$ cat config.mk
export PLATFORM = sky130hd
export DESIGN_NAME = smb_alert_target
export DESIGN_NICKNAME = d
export VERILOG_FILES = /design/src/rtl/smb_alert_pkg.sv /design/src/rtl/smb_line_sync.sv /design/src/rtl/smb_alert_latch.sv /design/src/rtl/smb_alert_fsm.sv /design/src/rtl/smb_alert_target.sv
export SDC_FILE = /design/constraint.sdc
export NUM_CORES = 1
export LEC_CHECK = 0
export BUFFER_PORTS_ARGS = -buffer_cell sky130_fd_sc_hd__clkbuf_2
export CORE_MARGIN = 2
export CORE_UTILIZATION = 55
export DETAILED_ROUTE_END_ITERATION = 16
export PLACE_DENSITY_LB_ADDON = 0.12
export SLEW_MARGIN = 20
export SYNTH_ARGS = -nofsm -noshare
export SYNTH_HDL_FRONTEND = slang
export SYNTH_SLANG_ARGS = --single-unit
$ cat constraint.sdc
create_clock -name clk -period 5.9 [get_ports clk]
set_input_delay 0.295 -clock clk [delete_from_list [all_inputs] [get_ports clk]]
set_output_delay 0.295 -clock clk [all_outputs]
set_load 0.005 [all_outputs]
$ cat src/rtl/smb_alert_pkg.sv
package smb_alert_pkg;
  localparam int BYTE_BITS = 8;
  localparam logic [6:0] ARA_ADDR = 7'b0001100;

  typedef enum logic [2:0] {
    ST_IDLE,
    ST_ADDR,
    ST_ACK_PEND,
    ST_ACK,
    ST_SEND,
    ST_SKIP
  } bus_state_t;
endpackage

$ cat src/rtl/smb_line_sync.sv
module smb_line_sync #(
  parameter int STAGES = 2
) (
  input  logic clk,
  input  logic rst,
  input  logic scl_i,
  input  logic sda_i,
  output logic scl_s,
  output logic sda_s,
  output logic scl_rise,
  output logic scl_fall,
  output logic start_det,
  output logic stop_det
);
  logic [STAGES-1:0] scl_pipe, sda_pipe;
  logic scl_q, sda_q;

  always_ff @(posedge clk) begin
    if (rst) begin
      scl_pipe <= '1;
      sda_pipe <= '1;
      scl_q    <= 1'b1;
      sda_q    <= 1'b1;
    end else begin
      scl_pipe <= {scl_pipe[STAGES-2:0], scl_i};
      sda_pipe <= {sda_pipe[STAGES-2:0], sda_i};
      scl_q    <= scl_pipe[STAGES-1];
      sda_q    <= sda_pipe[STAGES-1];
    end
  end

  assign scl_s     = scl_pipe[STAGES-1];
  assign sda_s     = sda_pipe[STAGES-1];
  assign scl_rise  = scl_s & ~scl_q;
  assign scl_fall  = ~scl_s & scl_q;
  assign start_det = scl_s & scl_q & sda_q & ~sda_s;
  assign stop_det  = scl_s & scl_q & ~sda_q & sda_s;
endmodule

$ cat src/rtl/smb_alert_latch.sv
module smb_alert_latch (
  input  logic clk,
  input  logic rst,
  input  logic set_req,
  input  logic clr_win,
  output logic pending,
  output logic alert_n
);
  logic pend_nxt;

  always_comb begin
    pend_nxt = pending;
    if (clr_win) pend_nxt = 1'b0;
    if (set_req) pend_nxt = 1'b1;
  end

  always_ff @(posedge clk) begin
    if (rst) begin
      pending <= 1'b0;
      alert_n <= 1'b1;
    end else begin
      pending <= pend_nxt;
      alert_n <= ~pend_nxt;
    end
  end

  assert_alert_follows_req_R2: assert property (@(posedge clk) disable iff (rst)
    set_req |=> !alert_n);
endmodule

$ cat src/rtl/smb_alert_fsm.sv
module smb_alert_fsm
  import smb_alert_pkg::*;
#(
  parameter logic [6:0] OWN_ADDR = 7'h45
) (
  input  logic clk,
  input  logic rst,
  input  logic scl_s,
  input  logic sda_s,
  input  logic scl_rise,
  input  logic scl_fall,
  input  logic start_det,
  input  logic stop_det,
  input  logic pending,
  output logic sda_oe,
  output logic win,
  output logic arb_lost
);
  localparam int CNT_W = $clog2(BYTE_BITS + 1);
  localparam logic [CNT_W-1:0] LAST = CNT_W'(BYTE_BITS - 1);
  localparam logic [BYTE_BITS-1:0] ARA_READ = {ARA_ADDR, 1'b1};

  bus_state_t state;
  logic [CNT_W-1:0] cnt;
  logic [BYTE_BITS-1:0] rx_sh, tx_sh, rx_nxt;

  assign rx_nxt = {rx_sh[BYTE_BITS-2:0], sda_s};

  always_ff @(posedge clk) begin
    if (rst) begin
      state    <= ST_IDLE;
      cnt      <= '0;
      rx_sh    <= '0;
      tx_sh    <= '0;
      sda_oe   <= 1'b0;
      win      <= 1'b0;
      arb_lost <= 1'b0;
    end else begin
      win <= 1'b0;
      if (start_det) begin
        state    <= ST_ADDR;
        cnt      <= '0;
        sda_oe   <= 1'b0;
        arb_lost <= 1'b0;
      end else if (stop_det) begin
        state  <= ST_IDLE;
        sda_oe <= 1'b0;
      end else begin
        unique case (state)
          ST_ADDR: if (scl_rise) begin
            rx_sh <= rx_nxt;
            cnt   <= cnt + 1'b1;
            if (cnt == LAST)
              state <= (rx_nxt == ARA_READ && pending) ? ST_ACK_PEND : ST_SKIP;
          end
          ST_ACK_PEND: if (scl_fall) begin
            sda_oe <= 1'b1;
            state  <= ST_ACK;
          end
          ST_ACK: if (scl_fall) begin
            tx_sh  <= {OWN_ADDR[5:0], 2'b10};
            sda_oe <= ~OWN_ADDR[6];
            cnt    <= '0;
            state  <= ST_SEND;
          end
          ST_SEND: begin
            if (scl_rise) begin
              if (!sda_oe && !sda_s) begin
                arb_lost <= 1'b1;
                state    <= ST_SKIP;
              end else if (cnt == LAST) begin
                win   <= 1'b1;
                state <= ST_SKIP;
              end else begin
                cnt <= cnt + 1'b1;
              end
            end else if (scl_fall) begin
              sda_oe <= ~tx_sh[BYTE_BITS-1];
              tx_sh  <= tx_sh << 1;
            end
          end
          ST_SKIP: if (scl_fall) sda_oe <= 1'b0;
          default: ;
        endcase
      end
    end
  end

  assert_oe_moves_scl_low_R10: assert property (@(posedge clk) disable iff (rst)
    (sda_oe != $past(sda_oe)) |-> !scl_s);
  assert_ack_needs_pending_R3: assert property (@(posedge clk) disable iff (rst)
    ($rose(sda_oe) && state == ST_ACK) |-> pending);
  assert_lost_released_R8: assert property (@(posedge clk) disable iff (rst)
    $rose(arb_lost) |-> !sda_oe);
endmodule

$ cat src/rtl/smb_alert_target.sv
module smb_alert_target #(
  parameter logic [6:0] OWN_ADDR    = 7'h45,
  parameter int         SYNC_STAGES = 2
) (
  input  logic clk,
  input  logic rst,
  input  logic scl_i,
  input  logic sda_i,
  input  logic alert_req,
  output logic alert_n,
  output logic sda_oe,
  output logic arb_lost
);
  logic scl_s, sda_s, scl_rise, scl_fall, start_det, stop_det;
  logic pending, win;

  smb_line_sync #(.STAGES(SYNC_STAGES)) u_sync (
    .clk(clk), .rst(rst), .scl_i(scl_i), .sda_i(sda_i),
    .scl_s(scl_s), .sda_s(sda_s), .scl_rise(scl_rise), .scl_fall(scl_fall),
    .start_det(start_det), .stop_det(stop_det)
  );

  smb_alert_latch u_latch (
    .clk(clk), .rst(rst), .set_req(alert_req), .clr_win(win),
    .pending(pending), .alert_n(alert_n)
  );

  smb_alert_fsm #(.OWN_ADDR(OWN_ADDR)) u_fsm (
    .clk(clk), .rst(rst), .scl_s(scl_s), .sda_s(sda_s),
    .scl_rise(scl_rise), .scl_fall(scl_fall),
    .start_det(start_det), .stop_det(stop_det), .pending(pending),
    .sda_oe(sda_oe), .win(win), .arb_lost(arb_lost)
  );

  assert_release_after_win_R7: assert property (@(posedge clk) disable iff (rst)
    $rose(alert_n) |-> $past(win));
endmodule

Word-level counts from Yosys, hierarchy flattened
Index checks and enable logic that the tools add are counted.
Widths: inputs -> output; s select.

word-level totals
  register bits after elaboration = 33
  word-level logic and storage cells = 105
  input port bits = 5
  output and inout bits = 3

cells by class
  mux-type cells = 29
  equality and inequality tests = 24
  reduce and logical (&&, ||, !) cells = 20
  $add $sub $neg = 1
  bitwise operators = 17

operator list
  kind                 count
  $mux 3               8
  $mux 8               3
  $reduce_and 7->1     3
  $mux 4               5
  $ne 2x2->1 const B   8
  $ne 4x4->1 const B   4
  $pmux 8 s2           1
  $pmux 3 s4           1
  $pmux 4 s3           1
  $not 1->1            10
  $mux 1               9
  $eq 8x5->1 const B   1
  $reduce_and 4->1     2
  $and 1x1->1          7
  $eq 3x2->1 const B   2
  $eq 3x3->1 const B   2
  $reduce_and 6->1     1
  $reduce_bool 3->1    2
  $reduce_bool 6->1    1
  $reduce_or 6->1      1
  $ne 5x3->1 const B   1
  $reduce_and 5->1     1
  $add 4x1->4 const B  1
  $eq 4x3->1 const B   1
  other kinds (11)     15

Depth between registers and ports, before layout
Gate-level depths: netlist of run 1.

  word-level depth = 8
  mapped depth = 7
  gate-level depth less buffers = 6

Hierarchy
From an unflattened synthesis of run 1, not the netlist that was laid out.

unflattened totals
  cell total of the unflattened synthesis = 157
  area total of the unflattened synthesis = 1471.4 um2

by module, submodules not included
  module           area each (um2)  cells an instance  seq. area each (um2)  times used
  smb_alert_fsm    1209.9           136                480.5                 1
  smb_line_sync    190.2            16                 120.1                 1
  smb_alert_latch  71.3             5                  40.0                  1

Least setup slack after synthesis of run 1
OpenSTA, ideal clock, no wires.

  kind = register to register
  from = register u_fsm.cnt[0]
  to = register u_fsm.cnt[2]
  path slack = 3.982 ns
  library setup time = 0.115 ns
  clock period less this slack = 1.918 ns
  path buffers = 0
  arrival = 1.803 ns
  data required time = 5.785 ns
  cell stages (with the launch flop) = 7
  cell sequence = dfxtp_1 -> ha_1 -> and3b_1 -> or4_4 -> a221oi_4 -> a21boi_1 -> o21ba_1

between the ends
  cells in the longest elaborated chain, start to end = 5
  elaborated cells between the ends (all ways) = 9
  classes of those cells = add/sub (1); eq/ne (2); mux (5); reduce/logical (1)

RTL lines
  element                 RTL line                                  RTL
  from (decl)             smb_alert_fsm.sv:24                       logic [CNT_W-1:0] cnt;
  from (signal assigned)  smb_alert_fsm.sv:52                       cnt <= cnt + 1'b1;
  from (signal assigned)  smb_alert_fsm.sv:75                       cnt <= cnt + 1'b1;
  $add 4x1->4             smb_alert_fsm.sv:52, smb_alert_fsm.sv:75
  $mux 4                  smb_alert_fsm.sv:71                       end else if (cnt == LAST) begin
  $mux 4                  smb_alert_fsm.sv:68                       if (!sda_oe && !sda_s) begin
  $mux 4                  smb_alert_fsm.sv:67                       if (scl_rise) begin
  $pmux 4 s3              smb_alert_fsm.sv:49                       unique case (state)

Parallel ways exist; a longest one is shown, timed or not. The select of a mux whose other input is x is not followed.
A chain may end at the register's enable or synchronous reset.

Final worst setup path of run 1
Ends and elaborated chain as after synthesis.

==> impl_metrics.ini, run 1 <==
[setup_path]
critical_path_class = reg -> reg
path_depth = 6
path_max_fanout = 6
cp_num_buf_inv = 0
timing.critical_path.from_type = flip-flop
required_ns = 6.12
critical_path.cell_chain = ha_1 -> and3b_1 -> or4_4 -> a221oi_4 -> a21boi_1 -> o21ba_1
rr_worst_depth = 6
crit_arrival_ns = 2.30
cp_slowest_stage_delay_ns = 0.50
crit_family = simple AND/OR/NAND/NOR gates
endpoint_kind = flip-flop
critPathSlowestCell = or4_4

[synth]
synthDistinctLibCells = 43
synthCells = 156
muxShareOfSynthArea_pct = 0.7111
synthXorXnorAreaFrac_pct = 0.6222
ys_warn_count = 0
synthSimpleGateAreaFrac_pct = 25.60
synthesis.area_um2 = 1408
yosysTopAreaCellShare_pct = 45.51
seq_area_frac_synth_pct = 45.51
synth_top_family_by_area = simple AND/OR/NAND/NOR gates
synth.largest_area_cell = dfxtp_1
synth_fa_ha_area_share_pct = 0.8889
synthTopCellsByArea = dfxtp_1 (46%), a21oi_1 (4.6%), nand2_1 (3.5%)
synth_compound_area_share_pct = 22.04
syn-num-nets = 162
syn_area_per_cell_um2 = 9.023
synth_seq_cells = 32

[clocking]
cts_max_level = 2
root_buffer = clkbuf_4
cts_hold_buf = 0
cts_tree = built
cts_inserted_buffers = 5
cts_buffer_depth = 2
cts_setup_buffers = 0
cts.repair.resized = 0
clk_latency_ns = 0.33
path_clk_slew_ns = 0.08
clock-sinks = 32

[global_route]
track_usage_pct = 21.25
overflow = 0
grt_pass1_vias = 1033
grt_max_degree = 25
grt_first_pass_wirelength_um = 4353
antenna_found_initial = 0

[hold_path]
hold_class = in -> reg
holdPathStages = 2

[placement]
dp.cells = 187
hpwlAfterDp_um = 1853
portBuffers = 7
dpl_cell_area_um2 = 1456
gp_congestion = 0.8234
dp_worst_setup_slack_ns = 3.844

[die]
core_um2 = 2455
fp.dieW_um = 54.59
die_h_um = 54.59
initial_core_util_pct = 57.34
placement_rows = 18
ioPinCount = 8
dieArea_um2 = 2980

[pwr]
power_density_nw_per_um2 = 233.6
p_total_uw = 351.1
cellLeakagePower_nw = 0.5754
ir_drop_v = 0.0002111

[routing]
wl_um = 2593
drt_iter0_drc = 21
dr.pass1.iters = 4
routedWlPerCell_um = 13.37
dr_total_vias = 1108
vias_per_cell = 5.711
ant_nets = 0
post-route-drc-count = 0

[sta]
final_max_slew_viol_count = 0
hold_violations = 0
relSlewSlack_pct = 59.16
rsz0062_at_grt = false
skew_ns = 0.009657
fin_tns_setup_ns = 0
max_freq_mhz = 481.1
worst_slew_pin_slew_ns = 0.6079
setup_viol = 0
fin_crit_sh_pct = 35.23
fin_ws_ns = 3.821
period_minus_slack_ns = 2.079
fin_hold_ws_ns = 0.1401

[final_layout]
final_area_um2 = 1503
syn_to_final_growth_pct = 6.755
final_cells = 194
n_antenna_cell = 0
drive_above_1_share_pct = 15.85
final_nets = 170
final_util_pct = 61.21

[run_status]
status = finished, final reports clean

[run]
cap_violations = 0
[sequential cells by signal, indices dropped and copies added, names as in the netlist, 2 cells and up]
signal / flops
u_fsm.rx_sh: 7
u_fsm.tx_sh: 7
u_fsm.cnt: 4
u_fsm.state: 3
u_sync.scl_pipe: 2
u_sync.sda_pipe: 2
[kinds of logic (layout without fill, tap and decap cells)]
group                    count (synthesis)  after routing
XOR/XNOR                                 1              1
buffers and inverters                   16             24
multiplexers                             1              1
flip-flops                              32             32
AND/OR/NAND/NOR                         62             62
AO/OA/AOI/OAI                           43             43
adder cells (fa/ha/maj)                  1              1
[worst paths after layout]
kind	startpoint	to	slack, ns
worst max register to register	u_fsm.cnt[0]	u_fsm.cnt[2]	3.82
worst max-delay path	u_fsm.cnt[0]	u_fsm.cnt[2]	3.82
worst min register to register	u_sync.scl_pipe[0]	u_sync.scl_pipe[1]	0.42
worst min-delay path	sda_i	u_sync.sda_pipe[0]	0.14
[metal layers]
| layer | part of all wire (%) | vias to the layer above | GRT usage, % |
|---|---|---|---|
| met2 | 48 | 20 | 32.74 |
| li1 | - | 566 | - |
| met3 | 5.1 | 8 | 10.38 |
| met1 | 45 | 514 | 23.81 |
| met4 | 2.1 | 0 | 11.67 |
| met5 | 0 | - | 0 |
[synth_stat cells (all sizes together)]
| cell | count |
|---|---|
| clkbuf | 5 |
| dfxtp | 32 |
| nor3b | 2 |
| nand3b | 1 |
| ha | 1 |
| mux2i | 1 |
| o21a | 3 |
| nand3 | 8 |
| o21ai | 6 |
| a21oi | 13 |
| o21ba | 2 |
| nor2b | 2 |
| and2b | 1 |
| nor3 | 2 |
| nand4b | 1 |
| o311a | 1 |
| and4b | 2 |
| a21boi | 2 |
| and3b | 3 |
| a221oi | 3 |
| nand2b | 3 |
| o32ai | 1 |
| inv | 9 |
| xnor2 | 1 |
| and3 | 2 |
| a21o | 2 |
| or2b | 1 |
| nor2 | 12 |
| or2 | 6 |
| or4 | 1 |
| a2bb2oi | 2 |
| buf | 2 |
| nand2 | 13 |
| a31oi | 3 |
| a22oi | 5 |
| or4bb | 1 |
| nor4 | 1 |
[cell type report]
cell class,count,area [µm²]
fill,210,952.2
multi-input combinational,108,701.9
sequential,32,640.6
timing repair buffer,8,42.54
clock buffer,6,41.29
tap,30,37.54
inverter,9,33.78
clock inverter,1,5.005
[cells in the final DEF, fill, tap and decap left out, types with 2 or more instances in the layout]
cell type,n
a22oi_1,5
nand2b_1,2
a21o_1,2
nor2b_1,2
clkbuf_2,7
nor2_1,12
inv_1,9
or2_2,6
nand2_1,13
nand3_1,8
and4b_1,2
clkbuf_4,5
dfxtp_1,32
and3b_1,3
nor3_1,2
a21oi_1,13
o21ai_0,6
o21a_1,3
a31oi_1,3
and3_1,2
nor3b_1,2
a221oi_1,2
[report_power, final]
group / internal (mW) / switching [mW] / total [mW]
logic: 0.00819 / 0.0111 / 0.0193
clock network: 0.0437 / 0.0662 / 0.110
registers: 0.219 / 0.00258 / 0.222
No activity file was read; power rests on OpenSTA's default activity.
==> run 2: changes to the inputs <==
==> constraint.sdc (replaced) <==
create_clock -name clk -period 2.15 [get_ports clk]
set_input_delay 0.1075 -clock clk [delete_from_list [all_inputs] [get_ports clk]]
set_output_delay 0.1075 -clock clk [all_outputs]
set_load 0.005 [all_outputs]
==> impl_metrics.ini, run 2 (synthesis gave the netlist of run 1 again) <==
[final_layout]
multiInputGateArea_um2 = 703.2
final_util_pct = 64.73
top_regs = u_fsm.rx_sh (7), u_fsm.tx_sh (7), u_fsm.cnt (4)
seq_area_um2 = 641.9
final_common_cell = dfxtp_1
final_area_um2 = 1589
fill_cells = 215
final_nets = 176
syn_to_final_growth_pct = 12.89
final_cell_mix = dfxtp_1 (31), nand2_1 (13), a21oi_1 (13)
n_antenna_cell = 0
drive_above_1_share_pct = 19.88

[clocking]
cts_tree = built
clk_latency_ns = 0.34
root_buffer = clkbuf_4
cts_buffer_depth = 2
cts_inserted_buffers = 5
path_clk_slew_ns = 0.09
cts_max_level = 2
clock-sinks = 32

[global_route]
track_usage_pct = 20.74
antenna_found_initial = 0
grt_pass1_vias = 1007
grt_max_degree = 25
grt_first_pass_wirelength_um = 4278
overflow = 0

[placement]
gp_congestion = 0.9172
hpwlAfterDp_um = 1856
dpl_cell_area_um2 = 1479
portBuffers = 7

[sta]
final_max_slew_viol_count = 0
fin_crit_sh_pct = 96.98
fin_tns_setup_ns = 0
hold_violations = 0
skew_ns = 0.007205
period_minus_slack_ns = 2.085
worst_slew_pin_slew_ns = 0.6081
max_freq_mhz = 479.6
setup_viol = 0
relSlewSlack_pct = 59.15

[pwr]
cellLeakagePower_nw = 0.6172
ir_drop_v = 0.0006506
power_density_nw_per_um2 = 700.0

[run_status]
status = finished, final reports clean

[die]
initial_core_util_pct = 57.34
core_um2 = 2455
ioPinCount = 8
fp.dieW_um = 54.59
placement_rows = 18
dieArea_um2 = 2980
die_h_um = 54.59

[routing]
vias_per_cell = 5.801
wl_um = 2692
ant_nets = 0
dr.pass1.iters = 4
dr_total_vias = 1166
post-route-drc-count = 0
routedWlPerCell_um = 13.39
drt_iter0_drc = 25

[setup_path]
required_ns = 2.37
crit_arrival_ns = 2.30
timing.critical_path.from_type = flip-flop
path_max_fanout = 6
endpoint_kind = flip-flop
critical_path_class = reg -> reg

[hold_path]
hold_class = in -> reg

[run]
cap_violations = 0
==> run 2: cell count changes in the layout (fill, tap and decap cells not counted), sizes merged <==
| cell | before | now |
|---|---|---|
| buf | 1 | 5 |
| dlygate4sd3 | 0 | 2 |
| bufinv | 0 | 1 |
| clkbuf | 13 | 12 |
| clkinvlp | 0 | 1 |
==> run 2: timing repair <==
action	in CTS	in global routing
resized for setup	0	2
endpoints found under the hold margin	2	0
setup endpoints to repair	0	2
setup buffers	0	1
hold buffers	2	0
==> run 2: worst paths after layout <==
kind / from / to / slack [ns] / depth (start not counted)
max reg2reg: u_fsm.cnt[0] / u_fsm.cnt[1] / 0.06 / 6
min reg2reg: u_sync.scl_pipe[0] / u_sync.scl_pipe[1] / 0.42 / 1
min: alert_req / u_latch.pending / 0.01 / 2
max: u_fsm.cnt[0] / u_fsm.cnt[1] / 0.06 / 6
==> run 2: power by group <==
part | internal [mW] | leakage [nW] | switching [mW]
clock | 0.242 | 0.0412 | 0.204
combinational | 0.0252 | 0.316 | 0.0316
sequential | 0.602 | 0.260 | 0.00716
total | 0.869 | 0.617 | 0.243
==> run 2: final cells by class <==
type                    count  share of cell area (%)
clock buffers               5                   2.362
clock inverters             3                   2.677
inverters                   9                   2.126
multi-input cells         108                   44.25
flip-flops and latches     32                   40.39
well taps                  30                   2.362
repair buffers             14                   5.827
==> run 2: routing by layer <==
layer  up-vias  track usage (%)  wire, µm
met5         -                0         0
met4         0            8.333        42
met3         6            9.836       168
met2        33            33.73      1324
met1       542            23.17      1157
li1        585                -         -
==> run 2: metrics by stage <==
step	total power [mW]	std cells	worst slack, ns	hold WS (ns)
detailed placement	0.6762	190	0.08663	0.2950
CTS	1.125	200	0.07093	0.008132
global placement	0.6744	190	0.1850	0.2925
finish	1.112	201	0.06486	0.01173
floorplan	0.6600	156	0.2321	0.2113
global route	1.162	201	-0.01092	0.004881
==> run 2: critical path, stage by stage, from the launching register on <==
cell      delay, ns
dfxtp_2        0.35
ha_1           0.22
and3b_2        0.22
or4_4          0.49
a221oi_4       0.39
mux2i_1        0.25
nor2_1         0.05
